[config.mk]
export PLATFORM = sky130hd
export DESIGN_NAME = eprom_prog_seq
export DESIGN_NICKNAME = d
export VERILOG_FILES = /design/src/rtl/eprom_prog_pkg.sv /design/src/rtl/prog_timer.sv /design/src/rtl/prog_retry_ctr.sv /design/src/rtl/prog_verify_cmp.sv /design/src/rtl/eprom_prog_seq.sv
export SDC_FILE = /design/constraint.sdc
export NUM_CORES = 1
export LEC_CHECK = 0
export ABC_AREA = 0
export BUFFER_PORTS_ARGS = -buffer_cell sky130_fd_sc_hd__buf_2
export CAP_MARGIN = 10
export CORE_UTILIZATION = 50
export CTS_CLUSTER_DIAMETER = 120
export DETAILED_ROUTE_END_ITERATION = 8
export PLACE_DENSITY = 0.75
export REMOVE_ABC_BUFFERS = 1
export SLEW_MARGIN = 20
export SYNTH_ARGS = -nofsm -noshare
export SYNTH_HDL_FRONTEND = slang
export SYNTH_SLANG_ARGS = --single-unit
export TNS_END_PERCENT = 30
[constraint.sdc]
create_clock -name clk -period 3.1 [get_ports clk]
set_clock_uncertainty 0.1 [all_clocks]
set_input_delay 0 -clock clk [delete_from_list [all_inputs] [get_ports clk]]
set_output_delay 0 -clock clk [all_outputs]
set_load 0.005 [all_outputs]
[src/rtl/eprom_prog_pkg.sv]
package eprom_prog_pkg;

  typedef enum logic [3:0] {
    S_IDLE,
    S_PWR_UP,
    S_ADDR_DATA_SETUP,
    S_PULSE,
    S_HOLD,
    S_VERIFY_SETUP,
    S_VERIFY_READ,
    S_FLOAT,
    S_COMPARE,
    S_DONE,
    S_PWR_DN
  } seq_state_t;

  function automatic int us_to_cyc(input int us, input int mhz);
    int c;
    c = us * mhz;
    return (c < 1) ? 1 : c;
  endfunction

  function automatic int ns_to_cyc(input int ns, input int mhz);
    int c;
    c = (ns * mhz + 999) / 1000;
    return (c < 1) ? 1 : c;
  endfunction

  function automatic int max2(input int a, input int b);
    return (a > b) ? a : b;
  endfunction

endpackage

[src/rtl/prog_timer.sv]
module prog_timer #(
  parameter int W = 8
) (
  input  logic         clk,
  input  logic         rst,
  input  logic         load,
  input  logic [W-1:0] load_val,
  output logic         expired
);

  logic [W-1:0] cnt;

  always_ff @(posedge clk) begin
    if (rst) begin
      cnt <= '0;
    end else if (load) begin
      cnt <= load_val;
    end else if (cnt != '0) begin
      cnt <= cnt - 1'b1;
    end
  end

  assign expired = (cnt == '0);

endmodule

[src/rtl/prog_retry_ctr.sv]
module prog_retry_ctr #(
  parameter int MAX_RETRIES = 25
) (
  input  logic clk,
  input  logic rst,
  input  logic clear,
  input  logic bump,
  output logic exhausted
);

  localparam int CW = $clog2(MAX_RETRIES + 2);
  localparam logic [CW-1:0] LIMIT = CW'(MAX_RETRIES);

  logic [CW-1:0] cnt;

  always_ff @(posedge clk) begin
    if (rst || clear) begin
      cnt <= '0;
    end else if (bump && cnt != LIMIT) begin
      cnt <= cnt + 1'b1;
    end
  end

  assign exhausted = (cnt == LIMIT);

  AST_RETRY_NOT_PAST_LIMIT: assert property (@(posedge clk) disable iff (rst)
    bump |-> !exhausted);

endmodule

[src/rtl/prog_verify_cmp.sv]
module prog_verify_cmp #(
  parameter int DW = 8
) (
  input  logic          clk,
  input  logic          rst,
  input  logic          capture,
  input  logic [DW-1:0] rd_byte,
  input  logic [DW-1:0] want,
  output logic          match
);

  logic [DW-1:0] got;

  always_ff @(posedge clk) begin
    if (rst) begin
      got <= '0;
    end else if (capture) begin
      got <= rd_byte;
    end
  end

  assign match = (got == want);

endmodule

[src/rtl/eprom_prog_seq.sv]
module eprom_prog_seq
  import eprom_prog_pkg::*;
#(
  parameter int AW          = 15,
  parameter int DW          = 8,
  parameter int CLK_MHZ     = 100,
  parameter int SETUP_US    = 2,
  parameter int PULSE_US    = 100,
  parameter int HOLD_US     = 2,
  parameter int ACC_NS      = 100,
  parameter int FLOAT_NS    = 130,
  parameter int MAX_RETRIES = 25
) (
  input  logic          clk,
  input  logic          rst,
  input  logic          req,
  input  logic [AW-1:0] req_addr,
  input  logic [DW-1:0] req_data,
  input  logic          pwr_down,
  input  logic [DW-1:0] rom_q,
  output logic          busy,
  output logic          done,
  output logic          pass,
  output logic          vcc_hi_en,
  output logic          vpp_hi_en,
  output logic [AW-1:0] rom_addr,
  output logic [DW-1:0] rom_d,
  output logic          rom_d_oe,
  output logic          rom_ce_n,
  output logic          rom_oe_n
);

  localparam int SETUP_CYC = us_to_cyc(SETUP_US, CLK_MHZ);
  localparam int PULSE_CYC = us_to_cyc(PULSE_US, CLK_MHZ);
  localparam int HOLD_CYC  = us_to_cyc(HOLD_US, CLK_MHZ);
  localparam int ACC_CYC   = ns_to_cyc(ACC_NS, CLK_MHZ);
  localparam int FLOAT_CYC = ns_to_cyc(FLOAT_NS, CLK_MHZ);
  localparam int MAX_CYC   = max2(max2(max2(SETUP_CYC, PULSE_CYC), max2(HOLD_CYC, ACC_CYC)), FLOAT_CYC);
  localparam int TW        = $clog2(MAX_CYC + 1);

  localparam logic [TW-1:0] LD_SETUP = TW'(SETUP_CYC - 1);
  localparam logic [TW-1:0] LD_PULSE = TW'(PULSE_CYC - 1);
  localparam logic [TW-1:0] LD_HOLD  = TW'(HOLD_CYC - 1);
  localparam logic [TW-1:0] LD_ACC   = TW'(ACC_CYC - 1);
  localparam logic [TW-1:0] LD_FLOAT = TW'(FLOAT_CYC - 1);

  seq_state_t    state, nxt;
  logic          t_load, t_exp;
  logic [TW-1:0] t_val;
  logic          r_clear, r_bump, r_exhausted;
  logic          v_cap, v_match;

  prog_timer #(.W(TW)) i_timer (
    .clk      (clk),
    .rst      (rst),
    .load     (t_load),
    .load_val (t_val),
    .expired  (t_exp)
  );

  prog_retry_ctr #(.MAX_RETRIES(MAX_RETRIES)) i_retry (
    .clk       (clk),
    .rst       (rst),
    .clear     (r_clear),
    .bump      (r_bump),
    .exhausted (r_exhausted)
  );

  prog_verify_cmp #(.DW(DW)) i_cmp (
    .clk     (clk),
    .rst     (rst),
    .capture (v_cap),
    .rd_byte (rom_q),
    .want    (rom_d),
    .match   (v_match)
  );

  // Next state and timer control
  always_comb begin
    nxt     = state;
    t_load  = 1'b0;
    t_val   = '0;
    r_clear = 1'b0;
    r_bump  = 1'b0;
    v_cap   = 1'b0;
    unique case (state)
      S_IDLE: begin
        if (req) begin
          r_clear = 1'b1;
          t_load  = 1'b1;
          t_val   = LD_SETUP;
          nxt     = vpp_hi_en ? S_ADDR_DATA_SETUP : S_PWR_UP;
        end else if (pwr_down && vcc_hi_en) begin
          t_load = 1'b1;
          t_val  = LD_SETUP;
          nxt    = S_PWR_DN;
        end
      end
      S_PWR_UP: if (t_exp) begin
        t_load = 1'b1;
        t_val  = LD_SETUP;
        nxt    = vpp_hi_en ? S_ADDR_DATA_SETUP : S_PWR_UP;
      end
      S_ADDR_DATA_SETUP: if (t_exp) begin
        t_load = 1'b1;
        t_val  = LD_PULSE;
        nxt    = S_PULSE;
      end
      S_PULSE: if (t_exp) begin
        t_load = 1'b1;
        t_val  = LD_HOLD;
        nxt    = S_HOLD;
      end
      S_HOLD: if (t_exp) begin
        t_load = 1'b1;
        t_val  = LD_SETUP;
        nxt    = S_VERIFY_SETUP;
      end
      S_VERIFY_SETUP: if (t_exp) begin
        t_load = 1'b1;
        t_val  = LD_ACC;
        nxt    = S_VERIFY_READ;
      end
      S_VERIFY_READ: if (t_exp) begin
        v_cap  = 1'b1;
        t_load = 1'b1;
        t_val  = LD_FLOAT;
        nxt    = S_FLOAT;
      end
      S_FLOAT: if (t_exp) nxt = S_COMPARE;
      S_COMPARE: begin
        if (v_match || r_exhausted) begin
          nxt = S_DONE;
        end else begin
          r_bump = 1'b1;
          t_load = 1'b1;
          t_val  = LD_SETUP;
          nxt    = S_ADDR_DATA_SETUP;
        end
      end
      S_DONE:   nxt = S_IDLE;
      S_PWR_DN: if (t_exp) nxt = S_IDLE;
      default:  nxt = S_IDLE;
    endcase
  end

  // Registered outputs, decoded from the state being entered
  always_ff @(posedge clk) begin
    if (rst) begin
      state     <= S_IDLE;
      busy      <= 1'b0;
      done      <= 1'b0;
      pass      <= 1'b0;
      vcc_hi_en <= 1'b0;
      vpp_hi_en <= 1'b0;
      rom_addr  <= '0;
      rom_d     <= '0;
      rom_d_oe  <= 1'b0;
      rom_ce_n  <= 1'b1;
      rom_oe_n  <= 1'b1;
    end else begin
      state    <= nxt;
      busy     <= (nxt != S_IDLE);
      done     <= (nxt == S_DONE);
      rom_ce_n <= (nxt != S_PULSE);
      rom_oe_n <= (nxt != S_VERIFY_READ);
      rom_d_oe <= (nxt == S_ADDR_DATA_SETUP) || (nxt == S_PULSE) || (nxt == S_HOLD);
      if (state == S_IDLE && req) begin
        rom_addr <= req_addr;
        rom_d    <= req_data;
        pass     <= 1'b0;
      end
      if (state == S_COMPARE && nxt == S_DONE) pass <= v_match;
      if (state == S_IDLE && nxt == S_PWR_UP) vcc_hi_en <= 1'b1;
      if (state == S_PWR_UP && t_exp && !vpp_hi_en) vpp_hi_en <= 1'b1;
      if (state == S_IDLE && nxt == S_PWR_DN) vpp_hi_en <= 1'b0;
      if (state == S_PWR_DN && nxt == S_IDLE) vcc_hi_en <= 1'b0;
    end
  end

  AST_VPP_NEEDS_VCC: assert property (@(posedge clk) disable iff (rst)
    vpp_hi_en |-> vcc_hi_en);

  AST_VPP_RISE_AFTER_VCC: assert property (@(posedge clk) disable iff (rst)
    $rose(vpp_hi_en) |-> $past(vcc_hi_en));

  AST_PULSE_CONDITIONS: assert property (@(posedge clk) disable iff (rst)
    !rom_ce_n |-> (vpp_hi_en && rom_oe_n && rom_d_oe));

  AST_PULSE_BUS_STABLE: assert property (@(posedge clk) disable iff (rst)
    (!rom_ce_n && $past(!rom_ce_n)) |-> ($stable(rom_addr) && $stable(rom_d)));

  AST_NO_BUS_FIGHT: assert property (@(posedge clk) disable iff (rst)
    !rom_oe_n |-> !rom_d_oe);

  AST_DONE_ONE_CYCLE: assert property (@(posedge clk) disable iff (rst)
    done |=> !done);

  AST_SUPPLY_FALL_ONLY_IDLE_REQ: assert property (@(posedge clk) disable iff (rst)
    $fell(vpp_hi_en) |-> $past(pwr_down) && !done);

endmodule

==> Word-level counts from Yosys, hierarchy flattened <==
Index checks and enable logic that the tools add are counted.
{ "classes": {"n_addsub": 2, "n_reduce_logical": 25, "mux": 34, "n_eq_ne": 20} }
{ "op_table": {"columns": ["op", "count"], "rows": [
  ["14-bit one-hot mux with 6 select lines", 1],
  ["4-bit two-way mux", 13],
  ["14-bit two-way mux", 3],
  ["4-bit one-hot mux with 10 select lines", 1],
  ["8-bit two-way mux", 4],
  ["4-bit by 3-bit == test with 1-bit output (second input constant)", 5],
  ["4-bit by 2-bit == test with 1-bit output (second input constant)", 4],
  ["4-bit == test (second input constant)", 4],
  ["14-bit logical NOT", 1],
  ["14-bit nonzero test", 1],
  ["14-bit by 1-bit subtractor with 14-bit output (second input constant)", 1],
  ["1-bit two-way mux", 10],
  ["1-bit logical AND", 9],
  ["4-bit by 1-bit == test with 1-bit output (second input constant)", 2],
  ["8-bit == test", 1],
  ["4-bit logical NOT", 2],
  ["6-bit OR reduction", 1],
  ["5-bit by 1-bit adder with 5-bit output (second input constant)", 1],
  ["5-bit == test (second input constant)", 1],
  ["5-bit inequality test (second input constant)", 1],
  ["1-bit logical OR", 4],
  ["4-bit by 2-bit inequality test with 1-bit output (second input constant)", 1],
  ["4-bit by 3-bit inequality test with 1-bit output (second input constant)", 1],
  ["2-bit nonzero test", 2],
  ["6 further kinds", 7]
]} }
{ "totals": {"input_bits": 35, "reg_bits": 62} }

==> Depth between registers and ports, before layout <==
{ "depth": {"depth_word": 7, "mapped_depth": 10, "ltp_nobuf": 8} }

==> Modules after synthesis <==
Synthesis repeated with hierarchy kept, for this count alone.
{ "unflattened": {"cells_unflattened": 372, "hier_area_um2": 3119.2} }
{ "modules_own_cells": {"columns": ["module", "cells_each", "seq_area_each_um2", "area_per_inst_um2", "instances"], "rows": [
  ["eprom_prog_seq", 200, 700.7, 1604.0, 1],
  ["prog_timer", 109, 280.3, 887.1, 1],
  ["prog_verify_cmp", 37, 160.2, 371.6, 1],
  ["prog_retry_ctr", 26, 100.1, 256.5, 1]
]} }

==> Worst setup path before layout <==
No wires, ideal clock.
{ "synth_timing": {"path_kind": "register to register", "startpoint": "reg i_timer.cnt[0]", "endpoint": "reg rom_d_oe", "path_slack_ns": 0.924, "stages_incl_launch_ff": 10, "arrival_ns": 1.949, "t_required_ns": 2.872, "path_cell_list": "dfxtp_1 inv_1 ha_1 clkbuf_1 nor3b_1 nand4_2 mux2i_1 a211oi_1 mux2i_1 nor2_1"} }
{ "synth_between": {"elab_chain_len": 6, "elab_cells_between_ends": 15, "cone_classes": "eq/ne (3); mux (9); reduce/logical (3)"} }
{ "synth_rtl": {"columns": ["item", "line", "text"], "rows": [
  ["start: declaration", "prog_timer.sv:11", "logic [W-1:0] cnt;"],
  ["start signal: assignment", "prog_timer.sv:17", "cnt <= load_val;"],
  ["start signal: assignment", "prog_timer.sv:19", "cnt <= cnt - 1'b1;"],
  ["14-bit logical NOT (*)", "prog_timer.sv:23", "assign expired = (cnt == '0);"],
  ["4-bit two-way mux, or another cell as far along", "eprom_prog_seq.sv:142", "S_PWR_DN: if (t_exp) nxt = S_IDLE;"],
  ["4-bit one-hot mux with 10 select lines (*)", "eprom_prog_seq.sv:86", "unique case (state)"],
  ["4-bit by 2-bit == test with 1-bit output", "eprom_prog_seq.sv:167", "rom_d_oe <= (nxt == S_ADDR_DATA_SETUP) || (nxt == S_PULSE) || (nxt == S_HOLD);"],
  ["1-bit logical OR", "eprom_prog_seq.sv:167", null],
  ["1-bit logical OR (*)", "eprom_prog_seq.sv:167", null],
  ["end signal: assignment", "eprom_prog_seq.sv:167", null],
  ["end: declaration", "eprom_prog_seq.sv:28", "output logic rom_d_oe,"]
]} }
Every way passes the cells marked *; elsewhere a longest branch is shown, timed or not.
A chain may end at the register's enable or synchronous reset.

==> Worst setup path in the final report <==
Same ends and word-level chain as after synthesis.

==> results.ini <==
[status]
status = completed

[route]
post_drt_wl_per_cell_um = 13.7
drt_iter0_drc = 123
totalWireLength_um = 7070
postRouteAntennaNets = 0
routed_via_density = 5.31
num_vias = 2746
drc = 0
drtPass1Iterations = 4

[place]
numPortBuffers = 65
post_dp_cell_area_sq_um = 3290
dp_cells = 470
gp_congestion = 0.853
hpwl_um = 4450

[die]
row_count = 27
io-pin-count = 66
die_w_um = 79.3
design.core.area_sq_um = 5640
chipHeight_um = 79.3
fp.dieArea_sq_um = 6280
start_util_pct = 52.9

[worst_setup_path]
worstRegToRegCells = 8
reg2reg_from = i_timer.cnt[0]
crit_chain = inv_1 -> ha_1 -> nor3b_1 -> nand4_2 -> mux2i_1 -> a211oi_1 -> mux2i_1 -> nor2_1
critPathMaxStageDelay_ps = 370
crit_path_start_kind = register
cp_max_fo = 8
path_class = reg -> reg
reg2reg_slack_ps = 780
cp_top_family = simple AND/OR/NAND/NOR gates
cp.required_ps = 3190
worstPathArrival_ps = 2410
cpMostUsedCell = mux2i_1
cp_slowest_cell = a211oi_1
cp-end-kind = register
cp_num_buf_inv = 1
reg2reg_to = rom_d_oe

[cts]
cts_tree = built
cts_root_buffer = clkbuf_8
cts_buffer_depth = 2
holdBufCountCts = 32
cts.sinks = 62
post-cts-setup-buffers = 0
cts-buffers-inserted = 9
clock_latency_ps = 330
cts_resized = 0
path_clk_slew_ps = 60
cts.htree.levels = 3

[synth]
synth_edf_count = 0
ys_types = 56
synth_top_area_share_pct = 41.6
synth_commonest_cells = nand2_1, dfxtp_1, a21oi_1, nor2_1, xor2_1
synthTopCellsByArea = dfxtp_1, nand2_1, a21oi_1
synth_seq_area_share_pct = 41.6
synth.most_common_cell = nand2_1
netlist_area_sq_um = 2980
ys.flop_type = dfxtp_1
ys_warn_count = 0
syn_inst = 350
syn_area_per_cell_sq_um = 8.53
ys_async_sr_fraction_pct = 0
synth_top_cell_by_area = dfxtp_1
ys_ff_latch = 62

[sta]
hold_viol = 0
holdWs_ps = 80.2
fmax_ghz = 0.431
drv_slew = 0
fin_setup_tns_ps = 0
worst_slew_pin_slew_ps = 907
rsz0062_at_grt = no
timing.final.crit_share_pct = 74.8
finalSetupViolations = 0
max_slew_margin_pct = 39.5
min_period_ps = 2320

[flow_run]
cap_violations = 0

[pwr]
total_power_mw = 2.87
power_density_nw_per_um2 = 758
p_leak_nw = 1.63
irDropWorstVdd_uv = 511

[final_layout]
drive_above_1_share_pct = 23.6
fin_nets = 479
register_area_sq_um = 1240
finalNonFillerCells = 517
multi_input_area_sq_um = 1580
fillers = 454
area_growth_pct = 27.0
diodes = 0
design_area_sq_um = 3790

[global_routing]
grt_max_degree = 49
grt_pass1_vias = 2666
grt_use_total_pct = 24.3
grt_antenna_before_repair = 0
grt.overflow.total = 0
grt_pass1_wl_um = 12000

[hold_path]
hp-start = req
min_to = vpp_hi_en
hp-class = in -> reg
hold_depth = 3

## worst register-to-register path: stages (launching register included)
cell      delay, ps
dfxtp_1         340
inv_1           100
ha_1            310
nor3b_1         260
nand4_2         240
mux2i_1         180
a211oi_1        370
mux2i_1         230
nor2_1           50
## state kept, by name (all words and copies together), names as in the netlist
signal / flops
rom_d_oe: 1
rom_oe_n: 1
state: 4
i_retry.cnt: 5
i_timer.cnt: 14
busy: 1
done: 1
rom_ce_n: 1
pass: 1
i_cmp.got: 8
vpp_hi_en: 1
rom_d: 8
rom_addr: 15
vcc_hi_en: 1
## cell type report
class / count / share of cell area [%]
tap: 72 / 2.38
inverter: 6 / 0.594
clock inverter: 4 / 0.594
clock buffer: 11 / 4.00
timing repair buffer: 102 / 18.0
sequential: 62 / 32.8
multi-input combinational: 260 / 41.6
## through the flow
stage	setup WS [ps]	util, %
finish	781	67.2
global route	533	67.2
CTS	774	67.2
detailed placement	787	58.4
global placement	864	58.4
floorplan	896	-
## logic make-up (layout without fill, tap and decap cells)
| group | Yosys count | in the layout | synth area share, % |
|---|---|---|---|
| and+or+nand+nor | 157 | 157 | 28.0 |
| buffers and inverters | 28 | 123 | 5.53 |
| muxes | 4 | 4 | 1.38 |
| AOI/OAI and AO/OA | 73 | 73 | 15.5 |
| xor gates and xnor gates | 23 | 23 | 6.75 |
| adders and majority gates | 3 | 3 | 1.26 |
| DFF | 62 | 62 | 41.6 |
## layer usage
layer | wire, um | GRT usage [%] | up-vias
met3 | 338 | 7.01 | 10
met2 | 3460 | 41.4 | 75
met1 | 3170 | 29.5 | 1268
met4 | 100 | 7.09 | 0
met5 | 0 | 0 | -
li1 | - | - | 1393
## cell usage in the layout, fill, tap and decap left out, drive strengths merged, types with 7 or more instances in the layout
cell,synthesis,final
nand2,71,71
buf,10,70
dfxtp,62,62
a21oi,39,39
dlygate4sd3,0,32
nor2,19,19
xor2,17,17
nor3,14,14
nand3,12,12
clkbuf,11,11
and3,7,7
## power breakdown
group	internal (mW)	leakage (nW)	switching, mW
Clock	0.324	0.0910	0.295
Combinational	0.529	1.03	0.620
Sequential	0.938	0.506	0.164
## worst max path at each step
| stage | startpoint | endpoint | slack, ps | cells after the start |
|---|---|---|---|---|
| after floorplan | i_timer.cnt[0] | rom_d_oe | 900 | 8 |
| after global placement | i_timer.cnt[0] | rom_d_oe | 860 | 8 |
| after detailed placement | i_timer.cnt[1] | rom_d_oe | 790 | 8 |
| after CTS | i_timer.cnt[1] | rom_d_oe | 770 | 8 |
| after global routing | i_timer.cnt[1] | rom_d_oe | 530 | 8 |
| final | i_timer.cnt[0] | rom_d_oe | 780 | 8 |
Note: power is estimated with default switching activity, not from simulation.
